## src/rtl/fib_pkg.sv

```systemverilog
package fib_pkg;

    typedef enum logic [1:0] {
        FS_IDLE = 2'd0,
        FS_OP   = 2'd1,
        FS_DONE = 2'd2
    } fsm_state_e;

    typedef enum logic [1:0] {
        DP_HOLD = 2'd0,
        DP_LOAD = 2'd1,
        DP_STEP = 2'd2,
        DP_ZERO = 2'd3
    } dp_op_e;

    // Selects the datapath action for one cycle of the iterate state.
    function automatic dp_op_e op_for_count(input logic cnt_zero, input logic cnt_one);
        if (cnt_zero)
            return DP_ZERO;
        else if (cnt_one)
            return DP_HOLD;
        else
            return DP_STEP;
    endfunction

endpackage

```

## src/rtl/fib_ctrl.sv

```systemverilog
module fib_ctrl
    import fib_pkg::*;
(
    input  logic   clk,
    input  logic   rst,
    input  logic   start,
    input  logic   cnt_zero,
    input  logic   cnt_one,
    output dp_op_e dp_op,
    output logic   ready,
    output logic   done
);

    fsm_state_e state_q, state_d;

    always_ff @(posedge clk) begin
        if (rst)
            state_q <= FS_IDLE;
        else
            state_q <= state_d;
    end

    always_comb begin
        state_d = state_q;
        dp_op   = DP_HOLD;
        case (state_q)
            FS_IDLE: begin
                if (start) begin
                    dp_op   = DP_LOAD;
                    state_d = FS_OP;
                end
            end
            FS_OP: begin
                dp_op = op_for_count(cnt_zero, cnt_one);
                if (cnt_zero || cnt_one)
                    state_d = FS_DONE;
            end
            FS_DONE: begin
                state_d = FS_IDLE;
            end
            default: begin
                state_d = FS_IDLE;
            end
        endcase
    end

    assign ready = (state_q == FS_IDLE);
    assign done  = (state_q == FS_DONE);

endmodule

```

## src/rtl/fib_dpath.sv

```systemverilog
module fib_dpath
    import fib_pkg::*;
#(
    parameter int RES_W = 32,
    parameter int IDX_W = 6
) (
    input  logic             clk,
    input  logic             rst,
    input  dp_op_e           dp_op,
    input  logic [IDX_W-1:0] idx,
    output logic             cnt_zero,
    output logic             cnt_one,
    output logic [RES_W-1:0] result
);

    localparam logic [IDX_W-1:0] CNT_ONE = IDX_W'(1);

    typedef struct packed {
        logic [RES_W-1:0] older;
        logic [RES_W-1:0] newer;
        logic [IDX_W-1:0] left;
    } term_regs_t;

    term_regs_t regs_q, regs_d;

    always_comb begin
        regs_d = regs_q;
        case (dp_op)
            DP_LOAD: begin
                regs_d.older = '0;
                regs_d.newer = RES_W'(1);
                regs_d.left  = idx;
            end
            DP_STEP: begin
                regs_d.newer = regs_q.newer + regs_q.older;
                regs_d.older = regs_q.newer;
                regs_d.left  = regs_q.left - CNT_ONE;
            end
            DP_ZERO: begin
                regs_d.newer = '0;
            end
            default: begin
                regs_d = regs_q;
            end
        endcase
    end

    always_ff @(posedge clk) begin
        if (rst)
            regs_q <= '0;
        else
            regs_q <= regs_d;
    end

    assign cnt_zero = (regs_q.left == '0);
    assign cnt_one  = (regs_q.left == CNT_ONE);
    assign result   = regs_q.newer;

endmodule

```

## src/rtl/fib_seq_unit.sv

```systemverilog
module fib_seq_unit
    import fib_pkg::*;
#(
    parameter int RES_W = 32,
    parameter int IDX_W = 6
) (
    input  logic             clk,
    input  logic             rst,
    input  logic             start,
    input  logic [IDX_W-1:0] idx,
    output logic             ready,
    output logic             done,
    output logic [RES_W-1:0] result
);

    dp_op_e dp_op;
    logic   cnt_zero;
    logic   cnt_one;

    fib_ctrl u_ctrl (
        .clk      (clk),
        .rst      (rst),
        .start    (start),
        .cnt_zero (cnt_zero),
        .cnt_one  (cnt_one),
        .dp_op    (dp_op),
        .ready    (ready),
        .done     (done)
    );

    fib_dpath #(
        .RES_W (RES_W),
        .IDX_W (IDX_W)
    ) u_dpath (
        .clk      (clk),
        .rst      (rst),
        .dp_op    (dp_op),
        .idx      (idx),
        .cnt_zero (cnt_zero),
        .cnt_one  (cnt_one),
        .result   (result)
    );

endmodule

```

## config.mk

```make
export PLATFORM = sky130hd
export DESIGN_NAME = fib_seq_unit
export DESIGN_NICKNAME = d
export VERILOG_FILES = /design/src/rtl/fib_pkg.sv /design/src/rtl/fib_ctrl.sv /design/src/rtl/fib_dpath.sv /design/src/rtl/fib_seq_unit.sv
export SDC_FILE = /design/constraint.sdc
export NUM_CORES = 1
export LEC_CHECK = 0
export BUFFER_PORTS_ARGS = -buffer_cell sky130_fd_sc_hd__buf_2
export CAP_MARGIN = 0
export CORE_ASPECT_RATIO = 1.75
export CORE_MARGIN = 2
export CORE_UTILIZATION = 60
export CTS_BUF_LIST = sky130_fd_sc_hd__clkbuf_4 sky130_fd_sc_hd__clkbuf_8 sky130_fd_sc_hd__clkbuf_16
export DETAILED_ROUTE_END_ITERATION = 6
export PLACE_DENSITY = 0.87
export SETUP_SLACK_MARGIN = 0.15
export SKIP_CTS_REPAIR_TIMING = 1
export SLEW_MARGIN = 15
export SYNTH_ARGS = -nofsm -noshare
export SYNTH_HDL_FRONTEND = slang
export SYNTH_SLANG_ARGS = --single-unit
```

## constraint.sdc

```tcl
create_clock -name clk -period 6.25 [get_ports clk]
set_clock_uncertainty 0.2 [all_clocks]
set_input_delay 0.9375 -clock clk [delete_from_list [all_inputs] [get_ports clk]]
set_output_delay 0.9375 -clock clk [all_outputs]
set_load 0.02 [all_outputs]
```

==> results.md <==
- Hold EP: u_dpath.result[25]$_SDFFE_PP0P_
- Synthesis warning total: 0
- FMAX: 0.242 GHz
- Initial antenna violation count: 0
- Grt ovf: 0
- Diode count: 0
- Reg2Reg Capture Point: u_dpath.result[31]$_SDFFE_PP0P_
- CTS Buffer Depth: 2
- Post-Synthesis Cells: 638
- Top FF cell, synth: dfxtp_1
- GRT Max-Usage Layer: met2
- Worst setup SP type: flop
- Pre-CTS setup slack: roughly 1900 ps
- RSZ-0062 raised after global routing: no
- Post-Syn Area: 4850 um^2
- Synth Register Bits: 72
- Tot Pwr: about 1.3 mW
- Ports: 43
- DRC: 0
- R2r worst-path depth: 9
- Final Hold Viols: 0
- Core area: 7910 um^2
- TritonCTS clock tree: done
- Met1 usage: 26.5%
- First-pass GRT wire length: ~19000 um
- Die Height: around 120 um
- Average wire per standard cell: ~15 um
- DIE AREA: 8840 um^2
- Hold/Removal Path Class: reg -> reg
- Fillcell total: 649
- Setup CP Type: reg -> reg
- Largest net degree at the start of global routing: 58
- Syn nets: 685
- Worst path arrival time: 4220 ps
- Dpl hpwl: between 7000 and 8000 um
- LEAKAGE: 2.23 nW
- Port Buffers: 42
- Final setup margin: about 2100 ps
- Peak VDD IR: 0.297 mV
- DRT Pass-1 Iters: 5
- H-tree levels: 3
- Min Clock Period, post-route: 4140 ps
- Final setup fails: 0
- Tot GR Track Use: 26.4%
- Area growth, synth to finish: 6.22%
- Final hold slack: roughly 280 ps
- Starting Density: 61.3%
- Register area share after synthesis: 29.7%
- Worst-Skew Late Latency: around 340 ps
- GRT met2 Usage: 48.5%
- DR vias: 4429
- Initial drt markers: ~260
- Startpoint of the worst hold path: u_dpath.result[25]$_SDFFE_PP0P_
- DRT antenna net count: 0
- Vias in the first global route: around 4300
- Placer Congestion: 0.918
- Met3 Usage GRT: about 5.7%
- CP Max Fanout: 20
- Synth cell types: 66
- R2r startpoint: u_dpath.regs_q[5]$_SDFFE_PP0P_
- Layout Nets: 680
- Ys async rst share: 0%
- CP Capture Type: flop
- EDFF count, synth: 0
- Max Cap Viol: 0
- Worst slew pin tran: ~1000 ps
- Outcome: completed
- Worst Path Required: 6330 ps
- Hold path depth: 2
- Clock transition at path regs: roughly 60 ps
- Setup TNS: 0 ps
- Final Cycle Share: 66.2%
- Width of the die: slightly above 70 um
- Routed vias/inst: 6.08
- Final wirelength: 11200 um
- Post-Syn Area per Cell: between 7 and 8 um^2
- R2r setup slk: 2110 ps
- FP Rows: 43
- Pins Over Slew Limit: 0
- Sink Count: 72
- Cts bufs inserted: 9
- Slew HR: 30.2%
- Power Dens Cells: 252 nW/um^2
- CTS root buf: clkbuf_16
- Share of layout cells above drive strength 1: 13.2%
[stage by stage]
step	util, %	instance area, um^2	std cells
6_report	65.1	5150	728
5_1_grt	65.1	5150	728
4_1_cts	65.1	5150	728
3_5_place_dp	61.3	4840	712
3_3_place_gp	61.3	4840	712
2_1_floorplan	-	4850	638
[critical path: stages, from the launching register on]
cell	delay (ps)
dfxtp_1	330
nor4_1	500
a31oi_1	150
or2_2	330
ha_1	440
nor2b_1	680
nand2b_1	650
nor4b_1	540
mux2i_1	160
nand3_2	100
[sequential cells by signal, summed over array words and instances (netlist names)]
signal / flops
u_dpath.result: 32
u_ctrl.state_q: 2
u_dpath.regs_q: 38
[power breakdown]
group / internal, mW / switching [mW]
logic: 0.0842 / 0.206
registers: 0.478 / 0.0172
clock network: 0.323 / 0.191
[kinds of logic (layout without fill, tap and decap cells)]
| logic type | after synthesis | after routing | share of synthesized area [%] |
|---|---|---|---|
| compound gates | 179 | 179 | 23.9 |
| fa+ha+maj | 38 | 38 | 9.97 |
| flops | 72 | 72 | 29.7 |
| mux | 7 | 7 | 1.45 |
| xor+xnor | 22 | 22 | 3.98 |
| simple gates | 243 | 243 | 22.5 |
| buf+inv | 77 | 77 | 8.44 |
[cells in the mapped netlist (3+ instances only)]
master    count  share of area, %
nor2_1      113               8.8
a21oi_1      74               7.6
dfxtp_1      72                30
nand2_1      68               5.3
ha_1         37               9.6
buf_4        32               5.0
clkbuf_1     25               1.9
o21ai_0      21               2.2
inv_1        16               1.2
o21ai_1      13               1.3
xnor2_1      12               2.2
a21o_1       11               1.7
xor2_1       10               1.8
a22oi_1       9               1.4
nand2b_1      9               1.2
nor2b_1       9               1.2
mux2i_1       7               1.4
nor3_1        7              0.72
or3_1         6              0.77
a21oi_2       5              0.90
o31ai_1       5              0.77
a211oi_1      4              0.62
a31oi_1       4              0.52
and3_1        4              0.52
buf_1         4              0.31
nand3_1       4              0.41
nand3b_1      4              0.62
a211oi_2      3              0.77
and2_1        3              0.39
nor4_1        3              0.39
nor4b_1       3              0.54
o21bai_1      3              0.46
[layer usage]
layer,up-vias,share of wire (%)
met4,0,4.2
met5,-,0
met3,50,4.2
met2,132,54
li1,2174,-
met1,2073,37
[layout make-up]
type                       count  area, um^2  share of cell area, %
timing repair buffer          45         233                   4.52
tap                           90         113                   2.19
inverter                      16        60.1                   1.17
clock inverter                 5        56.3                   1.09
clock buffer                  11         246                   4.79
sequential                    72        1440                   28.0
multi-input combinational    489        3000                   58.2
[worst max-delay path by stage]
| stage | to | slack, ps | cells after the start | from |
|---|---|---|---|---|
| CTS | u_dpath.result[31]$_SDFFE_PP0P_ | 2150 | 10 | u_dpath.regs_q[5]$_SDFFE_PP0P_ |
| global route | u_dpath.result[31]$_SDFFE_PP0P_ | 1890 | 10 | u_dpath.regs_q[2]$_SDFFE_PP0P_ |
| finish | u_dpath.result[31]$_SDFFE_PP0P_ | 2110 | 9 | u_dpath.regs_q[5]$_SDFFE_PP0P_ |
| global placement | u_dpath.result[31]$_SDFFE_PP0P_ | 2060 | 11 | start |
| detailed placement | u_dpath.result[31]$_SDFFE_PP0P_ | 1900 | 11 | start |
| floorplan | u_dpath.result[31]$_SDFFE_PP0P_ | 3330 | 11 | start |
[placed cells by master (no fill, tap or decap), types with 9 or more instances in the layout]
| cell type | Yosys | routed |
|---|---|---|
| nand2_1 | 68 | 68 |
| buf_2 | 0 | 42 |
| a22oi_1 | 9 | 9 |
| nor2_1 | 113 | 113 |
| clkbuf_16 | 0 | 9 |
| o21ai_0 | 21 | 21 |
| a21o_1 | 11 | 11 |
| xor2_1 | 10 | 10 |
| dfxtp_1 | 72 | 72 |
| xnor2_1 | 12 | 12 |
| o21ai_1 | 13 | 13 |
| nor2b_1 | 9 | 9 |
| inv_1 | 16 | 16 |
| a21oi_1 | 74 | 74 |
| ha_1 | 37 | 36 |
| nand2b_1 | 9 | 9 |
Note: power is estimated with default switching activity, not from simulation.
